`config.mk`:
```
export PLATFORM = sky130hd
export DESIGN_NAME = ptr_regbank
export DESIGN_NICKNAME = d
export VERILOG_FILES = /design/src/rtl/ptr_regbank_pkg.sv /design/src/rtl/pr_regarray.sv /design/src/rtl/pr_selectors.sv /design/src/rtl/pr_accum.sv /design/src/rtl/ptr_regbank.sv
export SDC_FILE = /design/constraint.sdc
export NUM_CORES = 1
export LEC_CHECK = 0
export ABC_CLOCK_PERIOD_IN_PS = 3900
export BUFFER_PORTS_ARGS = -buffer_cell sky130_fd_sc_hd__buf_2
export CAP_MARGIN = 20
export CORE_MARGIN = 2
export CORE_UTILIZATION = 40
export DETAILED_ROUTE_END_ITERATION = 6
export PLACE_DENSITY = 0.53
export SLEW_MARGIN = 20
export SYNTH_ARGS = -nofsm -noshare
export SYNTH_HDL_FRONTEND = slang
export SYNTH_SLANG_ARGS = --single-unit
```
`constraint.sdc`:
```
create_clock -name clk -period 3.9 [get_ports clk]
set_clock_uncertainty 0.2 [all_clocks]
set_input_delay 0.975 -clock clk [delete_from_list [all_inputs] [get_ports clk]]
set_output_delay 0.975 -clock clk [all_outputs]
set_load 0.01 [all_outputs]
```
`src/rtl/ptr_regbank_pkg.sv`:
```
package ptr_regbank_pkg;

    localparam int DEF_NREG   = 16;
    localparam int DEF_BYTE_W = 8;
    localparam int IRQ_P_REG  = 1;
    localparam int IRQ_X_REG  = 2;

    typedef enum logic [3:0] {
        CMD_NOP   = 4'd0,
        CMD_FETCH = 4'd1,
        CMD_LOADD = 4'd2,
        CMD_PUTLO = 4'd3,
        CMD_PUTHI = 4'd4,
        CMD_GETLO = 4'd5,
        CMD_GETHI = 4'd6,
        CMD_SETP  = 4'd7,
        CMD_SETX  = 4'd8,
        CMD_RET   = 4'd9,
        CMD_INC   = 4'd10,
        CMD_DEC   = 4'd11,
        CMD_IEON  = 4'd12
    } cmd_e;

    typedef enum logic [2:0] {
        WK_NONE = 3'd0,
        WK_INC  = 3'd1,
        WK_DEC  = 3'd2,
        WK_LO   = 3'd3,
        WK_HI   = 3'd4
    } wr_kind_e;

    typedef enum logic [1:0] {
        DS_HOLD = 2'd0,
        DS_MEM  = 2'd1,
        DS_LO   = 2'd2,
        DS_HI   = 2'd3
    } d_src_e;

    typedef struct packed {
        wr_kind_e wr_kind;
        logic     wr_on_p;
        d_src_e   d_src;
        logic     latch_ir;
        logic     set_p;
        logic     set_x;
        logic     ret;
        logic     ie_on;
        logic     take_irq;
    } ctl_t;

    function automatic ctl_t decode_cmd(input logic [3:0] raw, input logic irq_take);
        ctl_t k;
        k = '{wr_kind: WK_NONE, wr_on_p: 1'b0, d_src: DS_HOLD, latch_ir: 1'b0,
              set_p: 1'b0, set_x: 1'b0, ret: 1'b0, ie_on: 1'b0, take_irq: 1'b0};
        if (irq_take) begin
            k.take_irq = 1'b1;
        end else begin
            case (raw)
                CMD_FETCH: begin
                    k.latch_ir = 1'b1;
                    k.wr_kind  = WK_INC;
                    k.wr_on_p  = 1'b1;
                end
                CMD_LOADD: k.d_src   = DS_MEM;
                CMD_PUTLO: k.wr_kind = WK_LO;
                CMD_PUTHI: k.wr_kind = WK_HI;
                CMD_GETLO: k.d_src   = DS_LO;
                CMD_GETHI: k.d_src   = DS_HI;
                CMD_SETP:  k.set_p   = 1'b1;
                CMD_SETX:  k.set_x   = 1'b1;
                CMD_RET:   k.ret     = 1'b1;
                CMD_INC:   k.wr_kind = WK_INC;
                CMD_DEC:   k.wr_kind = WK_DEC;
                CMD_IEON:  k.ie_on   = 1'b1;
                default:   ;
            endcase
        end
        return k;
    endfunction

endpackage

```
`src/rtl/pr_regarray.sv`:
```
module pr_regarray
    import ptr_regbank_pkg::*;
#(
    parameter int NREG   = DEF_NREG,
    parameter int BYTE_W = DEF_BYTE_W,
    localparam int SEL_W = $clog2(NREG),
    localparam int REG_W = 2 * BYTE_W
) (
    input  logic              clk,
    input  logic              rst,
    input  wr_kind_e          wr_kind,
    input  logic [SEL_W-1:0]  wr_sel,
    input  logic [BYTE_W-1:0] wr_byte,
    input  logic [SEL_W-1:0]  p_sel,
    input  logic [SEL_W-1:0]  x_sel,
    input  logic [SEL_W-1:0]  n_sel,
    output logic [REG_W-1:0]  p_val,
    output logic [REG_W-1:0]  x_val,
    output logic [REG_W-1:0]  n_val
);

    logic [REG_W-1:0] regs [NREG];

    for (genvar gi = 0; gi < NREG; gi++) begin : g_reg
        logic [REG_W-1:0] q;
        logic             hit;

        assign hit = (wr_sel == SEL_W'(gi));

        always_ff @(posedge clk) begin
            if (rst) begin
                q <= '0;
            end else if (hit) begin
                case (wr_kind)
                    WK_INC:  q <= q + REG_W'(1);
                    WK_DEC:  q <= q - REG_W'(1);
                    WK_LO:   q[BYTE_W-1:0] <= wr_byte;
                    WK_HI:   q[REG_W-1:BYTE_W] <= wr_byte;
                    default: ;
                endcase
            end
        end

        assign regs[gi] = q;
    end

    assign p_val = regs[p_sel];
    assign x_val = regs[x_sel];
    assign n_val = regs[n_sel];


    inc_wraps_chk: assert property (@(posedge clk) disable iff (rst)
        (wr_kind == WK_INC) |=> (regs[$past(wr_sel)] == $past(regs[wr_sel]) + REG_W'(1)));


    dec_wraps_chk: assert property (@(posedge clk) disable iff (rst)
        (wr_kind == WK_DEC) |=> (regs[$past(wr_sel)] == $past(regs[wr_sel]) - REG_W'(1)));


    lo_half_only_chk: assert property (@(posedge clk) disable iff (rst)
        (wr_kind == WK_LO) |=>
            (regs[$past(wr_sel)][BYTE_W-1:0] == $past(wr_byte)) &&
            (regs[$past(wr_sel)][REG_W-1:BYTE_W] == $past(regs[wr_sel][REG_W-1:BYTE_W])));


    hi_half_only_chk: assert property (@(posedge clk) disable iff (rst)
        (wr_kind == WK_HI) |=>
            (regs[$past(wr_sel)][REG_W-1:BYTE_W] == $past(wr_byte)) &&
            (regs[$past(wr_sel)][BYTE_W-1:0] == $past(regs[wr_sel][BYTE_W-1:0])));

endmodule

```
`src/rtl/pr_selectors.sv`:
```
module pr_selectors
    import ptr_regbank_pkg::*;
#(
    parameter int NREG   = DEF_NREG,
    parameter int BYTE_W = DEF_BYTE_W,
    localparam int SEL_W = $clog2(NREG),
    localparam int OP_W  = BYTE_W - SEL_W
) (
    input  logic                clk,
    input  logic                rst,
    input  ctl_t                ctl,
    input  logic [BYTE_W-1:0]   instr,
    output logic [SEL_W-1:0]    p,
    output logic [SEL_W-1:0]    x,
    output logic [SEL_W-1:0]    n,
    output logic [OP_W-1:0]     op,
    output logic                ie,
    output logic [2*SEL_W-1:0]  saved
);

    always_ff @(posedge clk) begin
        if (rst) begin
            p     <= '0;
            x     <= '0;
            n     <= '0;
            op    <= '0;
            ie    <= 1'b1;
            saved <= '0;
        end else if (ctl.take_irq) begin
            saved <= {x, p};
            p     <= SEL_W'(IRQ_P_REG);
            x     <= SEL_W'(IRQ_X_REG);
            ie    <= 1'b0;
        end else begin
            if (ctl.latch_ir) begin
                op <= instr[BYTE_W-1:SEL_W];
                n  <= instr[SEL_W-1:0];
            end
            if (ctl.set_p) p <= n;
            if (ctl.set_x) x <= n;
            if (ctl.ret) begin
                p  <= saved[SEL_W-1:0];
                x  <= saved[2*SEL_W-1:SEL_W];
                ie <= 1'b1;
            end
            if (ctl.ie_on) ie <= 1'b1;
        end
    end


    irq_entry_chk: assert property (@(posedge clk) disable iff (rst)
        ctl.take_irq |=> (p == SEL_W'(IRQ_P_REG)) && (x == SEL_W'(IRQ_X_REG)) && !ie &&
                          (saved == $past({x, p})));


    irq_return_chk: assert property (@(posedge clk) disable iff (rst)
        ctl.ret |=> ie && ({x, p} == $past(saved)));


    set_p_chk: assert property (@(posedge clk) disable iff (rst)
        ctl.set_p |=> (p == $past(n)));


    p_steady_chk: assert property (@(posedge clk) disable iff (rst)
        (!ctl.take_irq && !ctl.set_p && !ctl.ret) |=> $stable(p));

endmodule

```
`src/rtl/pr_accum.sv`:
```
module pr_accum
    import ptr_regbank_pkg::*;
#(
    parameter int BYTE_W = DEF_BYTE_W,
    localparam int REG_W = 2 * BYTE_W
) (
    input  logic              clk,
    input  logic              rst,
    input  d_src_e            src,
    input  logic [BYTE_W-1:0] mem_byte,
    input  logic [REG_W-1:0]  reg_val,
    output logic [BYTE_W-1:0] d
);

    logic [BYTE_W-1:0] d_next;

    always_comb begin
        case (src)
            DS_MEM:  d_next = mem_byte;
            DS_LO:   d_next = reg_val[BYTE_W-1:0];
            DS_HI:   d_next = reg_val[REG_W-1:BYTE_W];
            default: d_next = d;
        endcase
    end

    always_ff @(posedge clk) begin
        if (rst) d <= '0;
        else     d <= d_next;
    end


    mem_load_chk: assert property (@(posedge clk) disable iff (rst)
        (src == DS_MEM) |=> (d == $past(mem_byte)));


    d_hold_chk: assert property (@(posedge clk) disable iff (rst)
        (src == DS_HOLD) |=> $stable(d));

endmodule

```
`src/rtl/ptr_regbank.sv`:
```
module ptr_regbank
    import ptr_regbank_pkg::*;
#(
    parameter int NREG   = DEF_NREG,
    parameter int BYTE_W = DEF_BYTE_W,
    localparam int SEL_W = $clog2(NREG),
    localparam int REG_W = 2 * BYTE_W,
    localparam int OP_W  = BYTE_W - SEL_W
) (
    input  logic                clk,
    input  logic                rst,
    input  logic [3:0]          cmd_i,
    input  logic [BYTE_W-1:0]   data_i,
    input  logic                irq_i,
    output logic [REG_W-1:0]    fetch_addr_o,
    output logic [REG_W-1:0]    index_addr_o,
    output logic [REG_W-1:0]    operand_val_o,
    output logic [BYTE_W-1:0]   d_o,
    output logic [SEL_W-1:0]    p_sel_o,
    output logic [SEL_W-1:0]    x_sel_o,
    output logic [SEL_W-1:0]    n_sel_o,
    output logic [OP_W-1:0]     op_o,
    output logic                ie_o,
    output logic [2*SEL_W-1:0]  saved_o
);

    ctl_t             ctl;
    logic [SEL_W-1:0] p, x, n;
    logic [SEL_W-1:0] wr_sel;
    logic [REG_W-1:0] p_val, x_val, n_val;
    logic             ie;

    assign ctl    = decode_cmd(cmd_i, irq_i & ie);
    assign wr_sel = ctl.wr_on_p ? p : n;

    pr_selectors #(.NREG(NREG), .BYTE_W(BYTE_W)) u_sel (
        .clk   (clk),
        .rst   (rst),
        .ctl   (ctl),
        .instr (data_i),
        .p     (p),
        .x     (x),
        .n     (n),
        .op    (op_o),
        .ie    (ie),
        .saved (saved_o)
    );

    pr_regarray #(.NREG(NREG), .BYTE_W(BYTE_W)) u_regs (
        .clk     (clk),
        .rst     (rst),
        .wr_kind (ctl.wr_kind),
        .wr_sel  (wr_sel),
        .wr_byte (d_o),
        .p_sel   (p),
        .x_sel   (x),
        .n_sel   (n),
        .p_val   (p_val),
        .x_val   (x_val),
        .n_val   (n_val)
    );

    pr_accum #(.BYTE_W(BYTE_W)) u_acc (
        .clk      (clk),
        .rst      (rst),
        .src      (ctl.d_src),
        .mem_byte (data_i),
        .reg_val  (n_val),
        .d        (d_o)
    );

    assign fetch_addr_o  = p_val;
    assign index_addr_o  = x_val;
    assign operand_val_o = n_val;
    assign p_sel_o       = p;
    assign x_sel_o       = x;
    assign n_sel_o       = n;
    assign ie_o          = ie;


    irq_blocked_chk: assert property (@(posedge clk) disable iff (rst)
        (irq_i && !ie_o && (cmd_i == 4'd0)) |=> $stable(p_sel_o) && $stable(x_sel_o) && $stable(saved_o));


    irq_discards_cmd_chk: assert property (@(posedge clk) disable iff (rst)
        (irq_i && ie_o) |=> $stable(d_o) && $stable(n_sel_o) && $stable(op_o));

endmodule

```
# After elaboration in Yosys (flattened, before gate mapping)
# Index checks and enable logic that the tools add are counted.
# W data, S select, Z words.
# classes
add_sub_neg	32
order_cmp	3
n_eq_ne	34
mux	61
bitwise	5
n_reduce_logical	44
# op_table
op	count
$pmux W8 S3	33
$add A16 B1 Y16 const B	16
$sub A16 B1 Y16 const B	16
$bmux W16 S4	3
$mux W16	6
$reduce_and A2 Y1	33
$eq A4 B4 Y1 const B	13
$eq A4 B3 Y1 const B	8
$mux W4	5
$reduce_bool A3 Y1	6
$eq A4 B2 Y1 const B	4
$ge A5 B5 Y1 const B	3
$not A4 Y5	3
$pmux W3 S4	1
$mux W11	1
$mux W1	10
$eq A4 B1 Y1 const B	2
$eq A3 B2 Y1 const B	2
$pmux W2 S3	1
$eq A2 B2 Y1 const B	2
$logic_not A4 Y1	1
$reduce_bool A2 Y1	2
$reduce_or A2 Y1	2
$eq A3 B1 Y1 const B	1
other kinds (5)	5
# totals
ff_bits	289
inputBits	15
out_inout_bits	81
elab_cells	220

# Longest topological paths before layout
# depth
ltp_word	7
mapped_depth	11
depth_no_buf	8

# Modules after synthesis
# Synthesis repeated with hierarchy kept, for this count alone.
# hier_totals
cells_unflattened	3592
area_unflattened_um2	28334.7
# modules_own_cells
module	n_inst	cells_per_inst	area_each_um2
pr_regarray	1	3427	26686.8
pr_selectors	1	99	1022.2
pr_accum	1	38	422.9
ptr_regbank	1	28	202.7

# Least setup slack after synthesis
# Ideal clock, no wire load.
# synth_path
kind	reg-to-output
from	reg u_sel.p[0]
to	out fetch_addr_o[15]
arrival_time_ns	2.368
setup_slack_ns	0.357
stages_incl_launch_ff	7
n_path_buf	4
path_cell_list	dfxtp_1 -> buf_2 -> buf_2 -> buf_1 -> buf_2 -> mux4_2 -> mux4_2
# synth_between
elab_chain_len	4
# synth_lines
item	line	text
from (decl)	pr_selectors.sv:13	output logic [SEL_W-1:0] p,
from (signal assigned)	pr_selectors.sv:31	p <= SEL_W'(IRQ_P_REG);
from (signal assigned)	pr_selectors.sv:39	if (ctl.set_p) p <= n;
from (signal assigned)	pr_selectors.sv:42	p <= saved[SEL_W-1:0];
$not A4 Y5 (not written as such)	pr_regarray.sv:47	assign p_val = regs[p_sel];
$bmux W16 S4	pr_regarray.sv:47	
$mux W16 (not written as such) (2 in a row)	pr_regarray.sv:47	
to (decl)	ptr_regbank.sv:15	output logic [REG_W-1:0] fetch_addr_o,
# No other way between the ends. The select of a mux whose other input is x is not followed.

# Worst setup path in the final report
# layout_path
from	reg u_sel.n[0]
to	out operand_val_o[4]
# layout_between
elab_chain_len	4
# layout_lines
item	line	text
from (decl)	pr_selectors.sv:15	output logic [SEL_W-1:0] n,
from (signal assigned)	pr_selectors.sv:37	n <= instr[SEL_W-1:0];
$not A4 Y5 (not written as such)	pr_regarray.sv:49	assign n_val = regs[n_sel];
$bmux W16 S4	pr_regarray.sv:49	
$mux W16 (not written as such) (2 in a row)	pr_regarray.sv:49	
to (decl)	ptr_regbank.sv:17	output logic [REG_W-1:0] operand_val_o,
# No other way between the ends. The select of a mux whose other input is x is not followed.

==> run summary <==
Cell depth of the worst setup path = 5
CTS Buffer Depth = 3
Worst-path fanout max = 9
Crit path capture type = output pin
Commonest non-fill, non-tap cell in the layout = a21oi_1
Setup CP Type = reg2out
R2r startpoint = u_sel.n[1]
Critical path, cell by cell = buf_12 -> mux4_2 -> mux2i_1 -> a21oi_2 -> buf_2
Cell area after layout = 32,560 um^2
Fin worst setup slack = -0.02436 ns
Placed Cells incl. Taps = 4,463
Post-synth EDFFs = 0
Die X-Extent = 270.6 um
Min Tclk post-route = 3.924 ns
Layout cells sized above 1 = 21.08%
Worst Path Arrival = 2.75 ns
Library cells used by synthesis = 97
Clock Pin Slew Worst Setup and Hold Paths = 0.05 ns
Initial antenna violation count = 7
Initial Util = 40.51%
Hold crit path type = reg2reg
Fin cells = 4,572
Comb power frac = 13.4%
DP Area = 30,670 um^2
RSZ-0062 raised after global routing = yes
Beginning of the critical path = u_sel.n[0]
CTS tree = done
Core ar. = 70,150 um^2
Routed Antenna Nets = 0
Largest net degree at the start of global routing = 112
Slew Limit Fails = 0
Syn nets = 3,666
Row count = 97
Worst VDD drop = 291.8 uV
Sw power = 2.476 mW
Kind of cell adding the most delay to the critical path = multiplexers
Total CTS buffers = 42
Post-Synthesis Cells = 3,619
Reg-to-Reg End = u_regs.g_reg[1].q[0]
Clk sink count = 289
Fin util = 46.41%
Avg Vias per Cell = 7.288
Iter 0 DRT Violations = 5,195
Violated checks = negative setup slack
Vias in the first global route = 30,660
Warnings from Yosys = 0
Leak = 10.72 nW
Die area = 73,200 um^2
Final setup fails = 3
WHS = 0.2507 ns
Clock power frac = 50.3%
CP peak stage delay = 0.55 ns
Fillers = 7,029
Startpoint Class = flop
Critical Path Sink = operand_val_o[4]
Detailed Place HPWL = 111.1 mm
Rel. slew slack = 29.54%
Post-synth top flop = dfxtp_1
Wire per inst = 33.40 um
Worst Path Required = 2.72 ns
Skew-Pair Late Insertion Delay = 0.60 ns
CTS Root Buffer Type = clkbuf_16
Total power draw = 8.368 mW
Total Routed Length = 152.7 mm
Post-synth ARST share = 0%
Mean Syn Cell Area = 7.853 um^2
MaxCap Viol Count = 0
GRT Total Usage = 40.28%
Synth Cell Area = 28,420 um^2
Power density over cell area = 257.0 nW/um^2
Slowest CP cell = mux2i_1
Fin nets = 3,643
Synthesis-to-finish area growth = 14.55%
Sw Share = 29.59%
Design internal power = 5.892 mW
CP Buf/Inv Count = 2
DRC = 0
Final Hold Viols = 0
Worst-margin pin slew = 1.050 ns
H-tree levels = 2
#FFs+latches synth = 289
GP Congestion = 1.015
Pre-antenna DRT Iters = 6
Period Utilization, post-route = 100.6%
DR vias = 33,320
Worst reg-to-reg path cell count = 8
R2r setup slk = 0.60 ns
Die H = 270.6 um
Flop pwr share = 36.3%
Sequential-to-total area share from yosys stat = 20.36%
Num ports = 96
Port Buffers = 95
FMAX = 254.8 MHz
Gr ovfl total = 0
Status = complete, but fails checks
First-pass GRT wire length = 217.7 mm
Most frequent cells in the layout = a21oi_1 (360), nand2_1 (312), dfxtp_1 (280)
[kinds of logic (layout without fill, tap and decap cells)]
group                      after synthesis  in the layout  synth area share [%]
xor gates and xnor gates                62             62                 1.911
buffers and inverters                  528            538                 7.731
DFF                                    289            289                 20.36
muxes                                  255            255                 18.80
adders and majority gates               32             32                 1.409
AOI/OAI and AO/OA                     1185           1185                 27.08
and+or+nand+nor                       1268           1268                 22.71
other                                    0              3                     0
[synthesized netlist by cell type (all sizes together) (26+ instances only)]
cell | n | area (um^2)
a21oi | 368 | 1857
clkbuf | 336 | 1343
nand2 | 313 | 1175
dfxtp | 289 | 5786
o21ai | 240 | 1209
nor2 | 239 | 899.6
mux4 | 222 | 5011
nor3 | 156 | 785.8
nand3 | 137 | 685.7
buf | 112 | 539.3
a211oi | 99 | 743.2
nor4 | 83 | 556.8
nand4 | 82 | 513.0
inv | 79 | 296.5
a31oi | 61 | 381.6
a311oi | 57 | 499.2
o31ai | 52 | 395.4
and3 | 43 | 269.0
xnor2 | 41 | 359.1
or3 | 34 | 224.0
ha | 32 | 400.4
or4 | 32 | 251.5
mux2i | 31 | 310.3
o211ai | 30 | 225.2
and2 | 28 | 175.2
a22oi | 27 | 202.7
a221oi | 26 | 227.7
[worst register-to-register path: cells and delay by family (launching register included)]
kind	cells	cell delay, ns
AO/OA/AOI/OAI	3	1.18
AND/OR/NAND/NOR	3	1.11
flip-flops	1	0.38
buffers and inverters	2	0.35
[worst min path at each step]
stage,startpoint,to,slack [ns],cells after the start
floorplan,u_regs.g_reg[3].q[15],u_regs.g_reg[3].q[15],0.26,2
global placement,u_sel.op[1],u_sel.op[1],0.24,2
detailed placement,u_sel.op[2],u_sel.op[2],0.25,2
CTS,u_sel.op[2],u_sel.op[2],0.25,2
global route,u_sel.op[2],u_sel.op[2],0.27,2
finish,u_sel.op[2],u_sel.op[2],0.25,2
[area by class of cell]
cell class / count / area, um^2 / area share, %
Sequential cell: 289 / 5814 / 17.86
Clock inverter: 9 / 116.4 / 0.3574
Multi-Input combinational cell: 2802 / 20590 / 63.24
Antenna cell: 3 / 7.507 / 0.02306
Inverter: 79 / 296.5 / 0.9108
Timing Repair Buffer: 382 / 3214 / 9.873
Tap cell: 940 / 1176 / 3.612
Clock buffer: 68 / 1343 / 4.124
[state kept, by name, indices dropped and copies added, names as in the netlist]
name	count
u_sel.n	4
u_acc.d	8
u_sel.x	4
u_sel.ie	1
u_sel.p	4
u_regs.g.q	256
u_sel.op	4
u_sel.saved	8
[power groups by stage]
stage	registers (mW)	logic, mW	clock network, mW
6_report	3.04	1.12	4.21
3_3_place_gp	3.11	1.02	0
5_1_grt	3.04	1.16	4.34
3_5_place_dp	3.11	1.03	0
2_1_floorplan	3.06	0.615	0
4_1_cts	3.03	1.08	4.21
[layer usage]
layer | up-vias | share of wire, % | global-route usage (%) | wire length [um]
li1 | 14000 | - | - | -
met1 | 16270 | 37 | 51.17 | 56330
met2 | 2569 | 42 | 59.83 | 64630
met3 | 480 | 13 | 11.63 | 20300
met4 | 4 | 7.5 | 25.62 | 11400
met5 | - | 0.015 | 0 | 23
[timing repair]
item / CTS / global route
resized for setup: 10 / 10
hold buffers: 0 / 0
endpoints found under the setup margin: 32 / 14
setup buffers: 18 / 10
cloned: 1 / 0
[metrics by stage]
step           setup TNS [ns]  setup WS, ns
2_1_floorplan               0        0.3574
3_3_place_gp                0        0.1758
3_5_place_dp                0        0.1273
4_1_cts              -0.01440      -0.01440
5_1_grt              -0.09899      -0.04581
6_report             -0.04389      -0.02436
No activity file was read; power rests on OpenSTA's default activity.
